--- src/rtl/vrp_pkg.sv ---
package vrp_pkg;

    // Routing mode encodings presented by decode
    typedef enum logic [2:0] {
        RM_STRAIGHT  = 3'd0,
        RM_PAIR      = 3'd1,
        RM_PAIR_FLIP = 3'd2,
        RM_QUAD_230  = 3'd3,
        RM_QUAD_MIX  = 3'd4,
        RM_QUAD_VX   = 3'd5,
        RM_RSV6      = 3'd6,
        RM_RSV7      = 3'd7
    } route_mode_t;

    localparam int unsigned NUM_VEC_PORTS = 3;
    localparam int unsigned NUM_PORTS     = NUM_VEC_PORTS + 1;

endpackage

--- src/rtl/vrp_mode_mux.sv ---
module vrp_mode_mux
    import vrp_pkg::*;
#(
    parameter int unsigned REG_AW = 5
) (
    input  route_mode_t       mode,
    input  logic [REG_AW-1:0] src1,
    input  logic [REG_AW-1:0] src2,
    input  logic [REG_AW-1:0] src3,
    input  logic [REG_AW-1:0] vx_sel,
    output logic [REG_AW-1:0] port0,
    output logic [REG_AW-1:0] port1,
    output logic [REG_AW-1:0] port2
);

    localparam int unsigned GRP_W = REG_AW - 2;

    logic [GRP_W-1:0]  grp;
    logic [REG_AW-1:0] q0, q1, q2, q3, odd1, flip2;

    // Quad group members of SRC1 and the derived variants
    assign grp   = src1[REG_AW-1:2];
    assign q0    = {grp, 2'd0};
    assign q1    = {grp, 2'd1};
    assign q2    = {grp, 2'd2};
    assign q3    = {grp, 2'd3};
    assign odd1  = {src1[REG_AW-1:1], 1'b1};
    assign flip2 = {src2[REG_AW-1:1], ~src2[0]};

    always_comb begin
        unique case (mode)
            RM_PAIR: begin
                port0 = src1;  port1 = src2;   port2 = odd1;
            end
            RM_PAIR_FLIP: begin
                port0 = src1;  port1 = flip2;  port2 = odd1;
            end
            RM_QUAD_230: begin
                port0 = q2;    port1 = q3;     port2 = q0;
            end
            RM_QUAD_MIX: begin
                port0 = q2;    port1 = src2;   port2 = q3;
            end
            RM_QUAD_VX: begin
                port0 = q1;    port1 = vx_sel; port2 = q0;
            end
            RM_STRAIGHT, RM_RSV6, RM_RSV7: begin
                port0 = src1;  port1 = src2;   port2 = src3;
            end
            default: begin
                port0 = src1;  port1 = src2;   port2 = src3;
            end
        endcase
    end

endmodule

--- src/rtl/vrp_hold_reg.sv ---
module vrp_hold_reg #(
    parameter int unsigned REG_AW = 5
) (
    input  logic              clk,
    input  logic              rst_n,
    input  logic              load,
    input  logic [REG_AW-1:0] d,
    output logic [REG_AW-1:0] q,
    output logic              en
);

    always_ff @(posedge clk) begin
        if (!rst_n) begin
            q  <= '0;
            en <= 1'b0;
        end else begin
            en <= load;
            if (load) begin
                q <= d;
            end
        end
    end

endmodule

--- src/rtl/vrp_router.sv ---
module vrp_router
    import vrp_pkg::*;
#(
    parameter int unsigned REG_AW = 5
) (
    input  logic              clk,
    input  logic              rst_n,
    input  logic              vec_valid,
    input  logic [2:0]        route_mode,
    input  logic [REG_AW-1:0] src1,
    input  logic [REG_AW-1:0] src2,
    input  logic [REG_AW-1:0] src3,
    input  logic [REG_AW-1:0] vx_sel,
    input  logic              st_req,
    input  logic [REG_AW-1:0] st_reg,
    output logic [REG_AW-1:0] rd_addr0,
    output logic [REG_AW-1:0] rd_addr1,
    output logic [REG_AW-1:0] rd_addr2,
    output logic [REG_AW-1:0] rd_addr3,
    output logic [NUM_PORTS-1:0] rd_en
);

    logic [REG_AW-1:0] nxt_addr [NUM_PORTS];
    logic [REG_AW-1:0] cur_addr [NUM_PORTS];
    logic [NUM_PORTS-1:0] load_vec;

    vrp_mode_mux #(.REG_AW(REG_AW)) mux_i (
        .mode   (route_mode_t'(route_mode)),
        .src1   (src1),
        .src2   (src2),
        .src3   (src3),
        .vx_sel (vx_sel),
        .port0  (nxt_addr[0]),
        .port1  (nxt_addr[1]),
        .port2  (nxt_addr[2])
    );

    // Store/move port is fed straight from its own request
    assign nxt_addr[NUM_PORTS-1] = st_reg;
    assign load_vec = {st_req, {NUM_VEC_PORTS{vec_valid}}};

    for (genvar p = 0; p < NUM_PORTS; p++) begin : g_port
        vrp_hold_reg #(.REG_AW(REG_AW)) reg_i (
            .clk   (clk),
            .rst_n (rst_n),
            .load  (load_vec[p]),
            .d     (nxt_addr[p]),
            .q     (cur_addr[p]),
            .en    (rd_en[p])
        );
    end

    assign rd_addr0 = cur_addr[0];
    assign rd_addr1 = cur_addr[1];
    assign rd_addr2 = cur_addr[2];
    assign rd_addr3 = cur_addr[3];

endmodule

--- config.mk ---
export PLATFORM = sky130hd
export DESIGN_NAME = vrp_router
export DESIGN_NICKNAME = d
export VERILOG_FILES = /design/src/rtl/vrp_pkg.sv /design/src/rtl/vrp_mode_mux.sv /design/src/rtl/vrp_hold_reg.sv /design/src/rtl/vrp_router.sv
export SDC_FILE = /design/constraint.sdc
export NUM_CORES = 1
export LEC_CHECK = 0
export ABC_AREA = 1
export BUFFER_PORTS_ARGS = -buffer_cell sky130_fd_sc_hd__clkbuf_2
export CORE_MARGIN = 2
export CORE_UTILIZATION = 44
export DETAILED_ROUTE_END_ITERATION = 6
export PLACE_DENSITY = 0.89
export SETUP_SLACK_MARGIN = 0.1
export SYNTH_ARGS = -nofsm -noshare
export SYNTH_HDL_FRONTEND = slang
export SYNTH_SLANG_ARGS = --single-unit
--- constraint.sdc ---
create_clock -name clk -period 1.1 [get_ports clk]
set_input_delay 0.11 -clock clk [delete_from_list [all_inputs] [get_ports clk]]
set_output_delay 0.11 -clock clk [all_outputs]
set_load 0.005 [all_outputs]
**Word-level counts from Yosys, hierarchy flattened**

Cells that the tools add are included.

- Output and inout port bits: 24
- Logic and storage cells: 24
- Flip-flop bits (word level): 22
- Bits of input ports: 32

- Bitwise operators: 1
- Reduce and logical (&&, ||, !) cells: 7
- Equal/unequal tests: 7
- Multiplexer cells: 3

Operators by type and width:

| kind | count |
|---|---|
| $pmux W5 S4 | 2 |
| $pmux W5 S3 | 1 |
| $eq A3 B3 Y1 const B | 4 |
| $reduce_or A5 Y1 | 2 |
| $eq A3 B2 Y1 const B | 2 |
| $reduce_or A2 Y1 | 3 |
| $eq A3 B1 Y1 const B | 1 |
| $logic_not A3 Y1 | 1 |
| $reduce_or A3 Y1 | 1 |
| $not A1 Y1 | 1 |

**Longest topological paths before layout**

Gate-level depths: netlist of run 1.

- Word-level depth: 3
- Gate-level depth with buffers: 10
- Mapped depth without buffers: 9

**Modules after synthesis**

A second synthesis of run 1 with hierarchy kept.

- Cells, all modules: 211
- Area total of the unflattened synthesis: 1321.3 um^2

Modules (own cells, without submodules):

| module | instances | cells each | seq. area each (um^2) | area each (um^2) |
|---|---|---|---|---|
| vrp_hold_reg | 4 | 34 | 120.1 | 245.2 |
| vrp_mode_mux | 1 | 75 | 0.0 | 340.3 |

**Least setup slack after synthesis of run 1**

Ideal clock, no wire load.

- Path kind: in2reg
- Start: input route_mode[0]
- End: register g_port[2].reg_i.q[2]
- Slack: 0.184 ns
- Setup time: 0.120 ns
- Data required time: 0.980 ns
- Path buffers: 1
- Stages: 7
- Arrival: 0.796 ns
- Cell sequence: buf_2 > inv_1 > nand2_1 > nand2_1 > nand2_2 > a21boi_0 > o21ai_1

- Cells in the longest elaborated chain, start to end: 3
- Elaborated cells between the ends (all ways): 12
- Those cells by class: 7 x eq/ne; 1 x mux; 4 x reduce/logical

RTL lines:

| element | RTL line | RTL |
|---|---|---|
| start: declaration | vrp_router.sv:9 | `input logic [2:0] route_mode,` |
| $eq A3 B3 Y1, or another cell as far along | vrp_mode_mux.sv:31 | `unique case (mode)` |
| $reduce_or A3 Y1 or $reduce_or A2 Y1 (tied branches) | n/a |  |
| $pmux W5 S4 * | vrp_mode_mux.sv:31 |  |
| end signal: assignment | vrp_hold_reg.sv:14 | `q <= '0;` |
| end signal: assignment | vrp_hold_reg.sv:19 | `q <= d;` |
| end: declaration | vrp_hold_reg.sv:8 | `output logic [REG_AW-1:0] q,` |

Every way passes the cells marked *; elsewhere a longest branch is shown, timed or not.
A chain may end at the register's enable or synchronous reset.

==> results of run 1 <==
## sequential cells by signal, indices dropped and copies added, names as in the netlist
signal           count
g_port.reg_i.q      20
g_port.reg_i.en      2
## logic make-up after synthesis
logic type,count (synthesis)
AND/OR/NAND/NOR,79
AO/OA/AOI/OAI,27
buffers and inverters,24
flip-flops,22
## how the worst min path moves through the flow
stage / slack, ns / cells after the start / startpoint / endpoint
global placement: 0.34 / 3 / st_reg[1] / g_port[3].reg_i.q[1]
finish: 0.02 / 3 / st_reg[2] / g_port[3].reg_i.q[2]
floorplan: 0.20 / 2 / st_req / g_port[3].reg_i.en
CTS: 0.01 / 3 / st_reg[1] / g_port[3].reg_i.q[1]
global route: 0.01 / 3 / st_reg[2] / g_port[3].reg_i.q[2]
detailed placement: 0.35 / 3 / st_reg[2] / g_port[3].reg_i.q[2]
## layer usage
metal  routed length (µm)  up-vias  global-route usage [%]
met5                    0        -                       0
met4                   54        0                    10.3
met3                  133        5                    1.69
met2                 1150       36                    33.5
met1                 1180      504                    26.8
li1                     -      597                       -
## power by group
group / switching (mW) / total [mW] / internal, mW
sequential: 0.0270 / 0.881 / 0.854
combinational: 0.183 / 0.332 / 0.149
clock: 0.256 / 0.625 / 0.369
total: 0.466 / 1.84 / 1.37
## cells in the mapped netlist (2+ instances only)
cell type  count
a21boi_0       2
a21oi_1        6
a31oi_1        3
buf_4          4
dfxtp_1       22
inv_1         11
inv_2          4
nand2_1       36
nand2_2        3
nand3_1       14
nor2_1        22
nor2_4         2
o21ai_0       13
o21ai_1        2
## stage by stage
step                hold WS, ns  util (%)  std cells
finish                   0.0176      61.6        234
global route             0.0129      61.6        234
CTS                      0.0118      61.6        234
detailed placement        0.349      59.2        230
global placement          0.336      59.2        230
floorplan                 0.203         -        152
## area by class of cell
class / count / area [µm²] / share of cell area, %
timing repair buffer: 58 / 298 / 21.7
clock buffer: 3 / 22.5 / 1.64
clock inverter: 1 / 30.0 / 2.18
inverter: 16 / 60.1 / 4.37
tap: 28 / 35.0 / 2.55
sequential: 22 / 440 / 32.0
multi-input combinational: 106 / 489 / 35.6
==> metrics.md, run 1 <==
| Metric | Value |
|---|---|
| Share of layout cells above drive strength 1 | `between 30% and 40%` |
| Initial DRC count | `21` |
| Syn-to-layout area delta | `30.5%` |
| Static Leak | `approximately 0.77 nW` |
| Multiplexer share of the synthesized area | `0%` |
| Crit share post-route | `82.6%` |
| WP buf/inv | `1` |
| Warnings from Yosys | `0` |
| Pre-CTS WS | `about 0.075 ns` |
| Main synth FF type | `dfxtp_1` |
| CTS Hold Bufs | `0` |
| Hold/Removal Path Class | `input pin to flip-flop` |
| Core Box Area | `around 2200 µm²` |
| Reg-to-reg setup timing slack | `approximately 0.29 ns` |
| Post-Synth XOR/XNOR Area | `0%` |
| Worst-case reg-to-reg path depth | `3` |
| Top delay family on crit path | `flip-flops` |
| Max incr delay on CP | `between 0.3 and 0.4 ns` |
| Worst Skew | `0 ns` |
| Initial Utilization | `between 40% and 50%` |
| Total GRT Usage | `between 20% and 30%` |
| Final setup TNS | `0 ns` |
| Crit end category | `output pin` |
| Setup CP Type | `flip-flop to output pin` |
| Yosys reg bits | `22` |
| Tmin final | `~0.91 ns` |
| Most frequent cells in the layout | `55 x clkbuf_2, 36 x nand2_1, 22 x nor2_1, 22 x dfxtp_1, 14 x nand3_1` |
| Setup Viol. Count Final | `0` |
| Drt drc | `0` |
| Root Buffer | `clkbuf_4` |
| Arr. time, crit path | `roughly 0.8 ns` |
| Routed vias/inst | `just under 5` |
| Final hold vios | `0` |
| Largest net degree at the start of global routing | `19` |
| Crit path to | `rd_en[1]` |
| Routed Antenna Nets | `0` |
| Clk_lat worst skew | `about 0.31 ns` |
| Synth async-reset ratio | `0%` |
| Vias in the first global route | `about 1,000` |
| Startpoint class of the critical path | `flip-flop` |
| Netlist Area Pre-Place | `1050 µm²` |
| Peak supply drop | `just over 800 µV` |
| Post-synth net total | `about 180` |
| Clock transition at the registers of the reported paths | `approximately 0.13 ns` |
| Slowest-stage cell, CP | `dfxtp_1` |
| Worst slew pin tran | `0.274 ns` |
| Nets | `between 200 and 250` |
| Clock Tree Buf Depth | `2` |
| Via count | `between 1,000 and 1,500` |
| Worst r2r src | `g_port[2].reg_i.q[2]` |
| Worst Path Required | `between 0.9 and 1 ns` |
| CTS tree | `yes` |
| Fmax | `approximately 1100 MHz` |
| CTS-repair resized insts | `0` |
| Antenna diodes | `0` |
| Register area share after synthesis | `41.8%` |
| Worst path depth | `1` |
| PortBufs | `between 50 and 60` |
| Die height | `approximately 53 µm` |
| Post-synthesis cell count | `between 150 and 200` |
| Post-CTS Repair Setup Buffers | `0` |
| Die Wd | `~53 µm` |
| Post-Synth Adder-Cell Area | `0%` |
| Share of synthesized cell area in and, or, nand and nor gates | `32.5%` |
| # rows | `17` |
| Final worst slack | `between 0.15 and 0.2 ns` |
| Number of fill cells | `roughly 230` |
| Max Slew Vio Count | `0` |
| Status | `completed` |
| Area contributors post-synth | `dfxtp_1 42%, nand2_1 13%, nor2_1 7.8%` |
| Pwr/cell area | `approximately 1300 nW/µm²` |
| DP Wirelength | `2000 µm` |
| GPL Wtd Cong | `0.857` |
| Drt first pass iters | `4` |
| Io pins | `between 50 and 60` |
| EDFF count, synth | `0` |
| Final instance area | `about 1400 µm²` |
| Sink Count | `22` |
| Max cap viols | `0` |
| Initial antenna violation count | `0` |
| Drt wl/cell | `10.7 µm` |
| Total CTS buffers | `3` |
| Global-route wire length before repair | `4250 µm` |
| Post-synthesis average cell area | `6.93 µm²` |
| H-tree levels | `1` |
| Reg2reg end | `g_port[2].reg_i.q[2]` |
| Total power | `roughly 1.8 mW` |
| Top-area cell type share of the netlist area | `a little over two fifths` |
| Unrepaired setup endpoints after global routing | `false` |
| Most common cell after layout, fill and taps aside | `clkbuf_2` |
| Placed cell areas | `around 1300 µm²` |
| Global route total overflow | `0` |
| Count of different cell masters after synthesis | `22` |
| Worst rel slew slack | `approximately four fifths` |
| Compound-Gate Fraction of Synth Area | `13.9%` |
| CP cell instances | `clkbuf_2` |
| Cell taking the most area after synthesis | `dfxtp_1` |
| CP Launch Point | `g_port[0].reg_i.en` |
| Routed WL | `2510 µm` |
| CP Max Fanout | `3` |
| Full die area | `between 2000 and 3000 µm²` |
| Main combinational cell family by area after synthesis | `simple AND/OR/NAND/NOR gates` |
(Power assumes the default switching activity.)
==> run 2, diff against run 1 <==
--- a/config.mk
+++ b/config.mk
@@ -5,12 +5,12 @@
 export SDC_FILE = /design/constraint.sdc
 export NUM_CORES = 1
 export LEC_CHECK = 0
-export ABC_AREA = 1
+export ABC_AREA = 0
 export BUFFER_PORTS_ARGS = -buffer_cell sky130_fd_sc_hd__clkbuf_2
 export CORE_MARGIN = 2
-export CORE_UTILIZATION = 44
+export CORE_UTILIZATION = 40
 export DETAILED_ROUTE_END_ITERATION = 6
-export PLACE_DENSITY = 0.89
+export PLACE_DENSITY = 0.84
 export SETUP_SLACK_MARGIN = 0.1
 export SYNTH_ARGS = -nofsm -noshare
 export SYNTH_HDL_FRONTEND = slang
==> constraint.sdc (replaced) <==
create_clock -name clk -period 0.8 [get_ports clk]
set_input_delay 0.08 -clock clk [delete_from_list [all_inputs] [get_ports clk]]
set_output_delay 0.08 -clock clk [all_outputs]
set_load 0.005 [all_outputs]
==> run 2 against run 1 <==
The run now ends with setup timing left; cell count is 5.6% lower; combinational power grew 81%; register-to-register slack lost 0.22 ns; via count up 1.3%; total power increased by 33%; cell area grew 23%; utilization grew 0.31 points; sequential share of layout area down 4.4 points; setup slack lost 0.25 ns; largest cell class unchanged; highest routed layer unchanged.
==> metrics.md, run 2 <==
| Metric | Value |
|---|---|
| Routed Antenna Nets | `0 (unchanged)` |
| Global-route wire length before repair | `4870 µm (+15%)` |
| Hold slack | `0.00341 ns (-0.0142 ns)` |
| Final instance area | `1690 µm² (+23%)` |
| Status | `finished with violations` |
| Io pins | `56 (unchanged)` |
| Synth async-reset ratio | `0% (unchanged)` |
| Final worst slack | `-0.0555 ns (-0.247 ns)` |
| WP buf/inv | `1 (unchanged)` |
| Area contributors post-synth | `dfxtp_1 39%, mux2i_1 7.0%, o21ai_0 7.0%` |
| Worst r2r src | `g_port[0].reg_i.q[3]` |
| Routed WL | `3000 µm (+19%)` |
| PortBufs | `55 (unchanged)` |
| Static Leak | `0.794 nW (+3.8%)` |
| Max cap viols | `0 (unchanged)` |
| GPL Wtd Cong | `0.758 (-12%)` |
| Failing checks | `setup timing` |
| Crit share post-route | `107%` |
| Drt drc | `0 (unchanged)` |
| Worst rel slew slack | `85.6% (+4.0 points)` |
| Largest reg by FF count | `g_port.reg_i.q` |
| Cell taking the most area after synthesis | `dfxtp_1` |
| Most frequent cells in the layout | `49 x clkbuf_2, 22 x dfxtp_2, 16 x buf_4, 12 x o21ai_0, 9 x nor2b_1` |
| Tmin final | `approximately 0.86 ns` |
| Die height | `57.4 µm (+8.5%)` |
| EDFF count, synth | `0 (unchanged)` |
| Most common cell after layout, fill and taps aside | `clkbuf_2` |
| Syn-to-layout area delta | `48.2%` |
| CP cell instances | `clkbuf_2` |
| Reg-to-reg setup timing slack | `0.07 ns (-0.22 ns)` |
| Die Wd | `57.4 µm (+8.5%)` |
| Reg2reg end | `g_port[0].reg_i.q[3]` |
| Top delay family on crit path | `flip-flops` |
| Via count | `1,157 (+1.3%)` |
| Largest net degree at the start of global routing | `17 (-2)` |
| Hold path startpoint | `src3[4]` |
| Post-synthesis average cell area | `8.98 µm² (+30%)` |
| Worst slew pin tran | `0.215 ns (-0.0587 ns)` |
| Initial antenna violation count | `0 (unchanged)` |
| Drt wl/cell | `13.6 µm (+27%)` |
| Total power | `2.45 mW (+33%)` |
| Max incr delay on CP | `0.35 ns (about the same)` |
| Hold/Removal Path Class | `input pin to flip-flop` |
| Register area share after synthesis | `38.6% (-3.2 points)` |
| Number of fill cells | `250 (+7.8%)` |
| DP Wirelength | `2230 µm (+11%)` |
| Total CTS buffers | `3 (unchanged)` |
| Final hold vios | `0 (unchanged)` |
| Initial Utilization | `41.7% (-5.4 points)` |
| Most frequent cell after synthesis | `dfxtp_1` |
| CTS tree | `yes` |
| Max Slew Vio Count | `0 (unchanged)` |
| Setup Viol. Count Final | `24 (+24)` |
| Peak supply drop | `995 µV (+22%)` |
| Clock Tree Buf Depth | `2 (unchanged)` |
| CP Max Fanout | `2 (-1)` |
| Fmax | `around 1200 MHz` |
| Global route total overflow | `0 (unchanged)` |
| Slowest-stage cell, CP | `dfxtp_2` |
| Setup CP Type | `flip-flop to output pin` |
| Pre-CTS WS | `-0.245 ns (-0.320 ns)` |
| Worst-case reg-to-reg path depth | `3 (unchanged)` |
| Main synth FF type | `dfxtp_1` |
| Unrepaired setup endpoints after global routing | `true` |
| Count of different cell masters after synthesis | `32 (+45%)` |
| Core Box Area | `2730 µm² (+22%)` |
| Worst Hold Path EP | `g_port[2].reg_i.q[4]` |
| Initial DRC count | `11 (-48%)` |
| Post-synthesis cell count | `127 (-16%)` |
| Max reg flops | `20 (unchanged)` |
| Arr. time, crit path | `0.78 ns (-0.02 ns)` |
| Pwr/cell area | `1450 nW/µm² (+8.1%)` |
| Placed cell areas | `1500 µm² (+13%)` |
| Full die area | `3300 µm² (+18%)` |
| Drt first pass iters | `5 (+1)` |
| Top-area cell type share of the netlist area | `38.6% (-3.2 points)` |
| Worst Path Required | `0.72 ns (-0.27 ns)` |
| Share of layout cells above drive strength 1 | `60.0% (+26 points)` |
| # rows | `19 (+2)` |
| Vias in the first global route | `1,112 (+8.7%)` |
| Sink Count | `22 (unchanged)` |
| Startpoint class of the critical path | `flip-flop` |
| Top cells by count, synth | `22 x dfxtp_1, 16 x o21ai_0, 9 x nor2b_1` |
| Antenna diodes | `0 (unchanged)` |
| Nets | `223 (-6.7%)` |
| Netlist Area Pre-Place | `1140 µm² (+8.3%)` |
| Root Buffer | `clkbuf_4` |
| Total GRT Usage | `18.7% (-1.8 points)` |
| Yosys reg bits | `22 (unchanged)` |
| Clk_lat worst skew | `0.31 ns (about the same)` |
| Largest registers | `g_port.reg_i.q: 20 flops, g_port.reg_i.en: 2 flops` |
| Warnings from Yosys | `0 (unchanged)` |
| Hold Path Depth | `3 (unchanged)` |
| Worst Skew | `0 ns (unchanged)` |
| Crit end category | `output pin` |
| Final setup TNS | `-1.03 ns (-1.03 ns)` |
| Routed vias/inst | `5.24 (+7.3%)` |
| Post-synth net total | `159 (-14%)` |
| H-tree levels | `1 (unchanged)` |
| Clock transition at the registers of the reported paths | `0.12 ns (about the same)` |
run 2: logic make-up (layout without fill, tap and decap cells):
group / Yosys count / after routing / share of synthesized area (%)
compound gates: 36 / 36 / 19.6
flops: 22 / 22 / 38.6
simple gates: 42 / 42 / 24.1
mux: 8 / 8 / 7.02
xor+xnor: 1 / 1 / 0.768
buf+inv: 18 / 81 / 9.87
run 2: area by class of cell:
class / count / area [µm²] / share of cell area [%]
timing repair buffer: 75 / 503 / 29.7
sequential: 22 / 468 / 27.7
clock buffer: 4 / 36.3 / 2.14
inverter: 2 / 7.51 / 0.444
tap: 31 / 38.8 / 2.29
multi-input combinational: 87 / 638 / 37.7
run 2: through the flow:
stage,cells,utilization (%)
2_1_floorplan,127,-
3_3_place_gp,210,54.8
3_5_place_dp,210,54.8
4_1_cts,218,58.5
5_1_grt,221,61.9
6_report,221,61.9
run 2: worst max-delay path by stage:
stage / from / to / slack [ns] / depth (start not counted)
floorplan: route_mode[0] / g_port[0].reg_i.q[0] / -0.07 / 4
global placement: route_mode[2] / g_port[2].reg_i.q[0] / -0.20 / 5
detailed placement: route_mode[2] / g_port[2].reg_i.q[1] / -0.25 / 5
CTS: g_port[0].reg_i.en / rd_en[1] / -0.06 / 1
global route: g_port[0].reg_i.q[2] / rd_addr0[2] / -0.09 / 1
finish: g_port[1].reg_i.q[3] / rd_addr1[3] / -0.06 / 1
run 2: power breakdown:
group / switching, mW / internal [mW] / total (mW)
sequential: 0.0390 / 1.18 / 1.22
combinational: 0.263 / 0.339 / 0.602
clock: 0.341 / 0.279 / 0.619
run 2: repair_timing:
item,CTS,global route
buffers inserted,4,2
pin swaps,1,2
endpoints found under the setup margin,26,36
hold buffers,0,0
resized for setup,23,21
cloned,0,1
run 2: metal layers:
layer / part of all wire [%] / wire [µm] / up-vias / global-route usage, %
met5: 0 / 0 / - / 0
li1: - / - / 583 / -
met2: 51 / 1520 / 46 / 31.7
met1: 42 / 1270 / 524 / 23.8
met4: 1.5 / 44 / 0 / 6.31
met3: 5.7 / 171 / 4 / 3.63
==> run 3, diff against run 2 <==
--- a/config.mk
+++ b/config.mk
@@ -7,10 +7,12 @@
 export LEC_CHECK = 0
 export ABC_AREA = 0
 export BUFFER_PORTS_ARGS = -buffer_cell sky130_fd_sc_hd__clkbuf_2
+export CELL_PAD_IN_SITES_DETAIL_PLACEMENT = 1
+export CELL_PAD_IN_SITES_GLOBAL_PLACEMENT = 1
 export CORE_MARGIN = 2
-export CORE_UTILIZATION = 40
+export CORE_UTILIZATION = 29
 export DETAILED_ROUTE_END_ITERATION = 6
-export PLACE_DENSITY = 0.84
+export PLACE_DENSITY = 0.85
 export SETUP_SLACK_MARGIN = 0.1
 export SYNTH_ARGS = -nofsm -noshare
 export SYNTH_HDL_FRONTEND = slang
==> run 3 against run 2 <==
The flow still finishes with violations (setup timing); highest routed layer unchanged; first-iteration DRC count increased by 64%; largest power group unchanged; via count decreased by 0.43%; clock skew stayed put; cell area rose by 5.2%; clock-buffer cell count down 1; critical path depth stayed put; setup slack better by 0.055 ns; combinational power rose by 4.0%; fmax rose by 6.9%; clock power rose by 70%.
==> metrics.md, run 3 (same netlist as run 2, synthesis figures left out) <==
| Metric | Value |
|---|---|
| Initial DRC count | `18 (+7)` |
| Max reg flops | `20 (unchanged)` |
| Core Box Area | `3720 µm² (+36%)` |
| Io pins | `56 (unchanged)` |
| Global-route wire length before repair | `5320 µm (+9.2%)` |
| Drt first pass iters | `4 (-1)` |
| Global route total overflow | `0 (unchanged)` |
| CP Max Fanout | `2 (unchanged)` |
| Setup Viol. Count Final | `1 (-96%)` |
| # rows | `22 (+3)` |
| Routed vias/inst | `4.88 (-6.8%)` |
| Die height | `66.7 µm (+16%)` |
| Largest net degree at the start of global routing | `18 (+1)` |
| Clk_lat worst skew | `0.26 ns (-0.05 ns)` |
| Worst Path Required | `0.72 ns (about the same)` |
| Max Slew Vio Count | `0 (unchanged)` |
| Sink Count | `22 (unchanged)` |
| Peak supply drop | `912 µV (-8.4%)` |
| Antenna diodes | `0 (unchanged)` |
| Setup CP Type | `flip-flop to output pin` |
| Routed Antenna Nets | `0 (unchanged)` |
| H-tree levels | `1 (unchanged)` |
| WP buf/inv | `1 (unchanged)` |
| Slowest-stage cell, CP | `dfxtp_2` |
| Status | `finished with violations` |
| Tmin final | `0.800 ns (-0.0550 ns)` |
| Nets | `221 (-0.90%)` |
| Final instance area | `1780 µm² (+5.2%)` |
| Crit share post-route | `100% (-6.9 points)` |
| Final worst slack | `-0.000455 ns (+0.0550 ns)` |
| Initial antenna violation count | `0 (unchanged)` |
| Most common cell after layout, fill and taps aside | `clkbuf_2` |
| Fmax | `1250 MHz (+6.9%)` |
| Drt drc | `0 (unchanged)` |
| Placed cell areas | `1540 µm² (+2.6%)` |
| Clock Tree Buf Depth | `2 (unchanged)` |
| Failing checks | `setup timing` |
| GPL Wtd Cong | `0.807 (+6.4%)` |
| Routed WL | `3310 µm (+10%)` |
| Unrepaired setup endpoints after global routing | `true` |
| Drt wl/cell | `14.0 µm (+3.2%)` |
| Die Wd | `66.7 µm (+16%)` |
| CTS tree | `yes` |
| Syn-to-layout area delta | `55.9%` |
| Largest reg by FF count | `g_port.reg_i.q` |
| Most frequent cells in the layout | `46 x clkbuf_2, 21 x dfxtp_2, 16 x buf_4, 10 x o21ai_1` |
| DP Wirelength | `2570 µm (+15%)` |
| Hold slack | `0.0778 ns (+0.0743 ns)` |
| Hold/Removal Path Class | `input pin to flip-flop` |
| Via count | `1,152 (-0.43%)` |
| Full die area | `4450 µm² (+35%)` |
| Root Buffer | `clkbuf_8` |
| Total power | `2.90 mW (+19%)` |
| Largest registers | `g_port.reg_i.q: 20 flops, g_port.reg_i.en: 2 flops` |
| Worst Skew | `0 ns (unchanged)` |
| Top delay family on crit path | `flip-flops` |
| Final setup TNS | `-0.000455 ns (+1.03 ns)` |
| PortBufs | `55 (unchanged)` |
| Share of layout cells above drive strength 1 | `62.8% (+2.8 points)` |
| Worst rel slew slack | `85.6% (about the same)` |
| Vias in the first global route | `1,160 (+4.3%)` |
| Max cap viols | `0 (unchanged)` |
| Number of fill cells | `433 (+73%)` |
| Pwr/cell area | `1630 nW/µm² (+13%)` |
| Initial Utilization | `30.7% (-11 points)` |
| Total CTS buffers | `3 (unchanged)` |
| Total GRT Usage | `15.7% (-3.0 points)` |
| Static Leak | `0.807 nW (+1.7%)` |
| Final hold vios | `0 (unchanged)` |
| Max incr delay on CP | `0.34 ns (about the same)` |
| Arr. time, crit path | `0.72 ns (-0.06 ns)` |
| Crit end category | `output pin` |
| Worst slew pin tran | `0.214 ns (-0.000701 ns)` |
| Startpoint class of the critical path | `flip-flop` |
| CP cell instances | `clkbuf_2` |
| Clock transition at the registers of the reported paths | `0.08 ns (-0.04 ns)` |
## run 3: changes by cell type in the layout (fill, tap and decap cells not counted), moves of 2 or more
cell      before  now
o21ai_0       12    4
o21ai_1        3   10
buf_6          4    8
clkbuf_4       4    0
clkbuf_2      49   46
clkbuf_8       1    4
a41oi_1        4    2
a41oi_2        0    2
## run 3: cell type report
type	count	area [µm²]	share of cell area, %
multi-input combinational	87	679	38.2
timing repair buffer	73	494	27.8
sequential	22	467	26.2
tap	48	60.1	3.38
clock buffer	3	41.3	2.32
clock inverter	1	30.0	1.69
inverter	2	7.51	0.422
## run 3: path summary, 6_finish.rpt
kind | from | endpoint | slack [ns] | cells after the start
hold reg to reg | g_port[0].reg_i.q[0] | g_port[0].reg_i.q[0] | 0.48 | 2
setup / recovery | g_port[2].reg_i.q[0] | rd_addr2[0] | -0.0005 | 1
hold / removal | st_reg[0] | g_port[3].reg_i.q[0] | 0.08 | 3
setup reg to reg | g_port[1].reg_i.q[3] | g_port[1].reg_i.q[3] | 0.08 | 3
## run 3: report_power, final
part	leakage (nW)	switching, mW	total (mW)	internal [mW]
clock network	0.0357	0.383	1.05	0.669
registers	0.189	0.0424	1.23	1.18
logic	0.582	0.278	0.626	0.348
## run 3: through the flow
step,instances,setup slack (ns),utilization (%)
floorplan,127,-0.0723,-
global route,236,-0.0286,47.9
CTS,235,0.00107,44.6
detailed placement,231,-0.273,41.4
finish,236,-0.000455,47.9
global placement,231,-0.229,41.4
## run 3: timing repair
item / 4_1_cts / 5_1_grt
buffers inserted: 0 / 1
resized for setup: 29 / 41
hold buffers: 0 / 0
cloned: 0 / 0
endpoints found under the setup margin: 35 / 37
pin swaps: 1 / 6
## run 3: layer usage
metal,vias up,global-route usage (%),part of all wire (%)
li1,576,-,-
met2,37,28.2,52
met1,534,18.2,41
met5,-,0,0
met4,0,4.59,1.2
met3,5,3.89,6.6
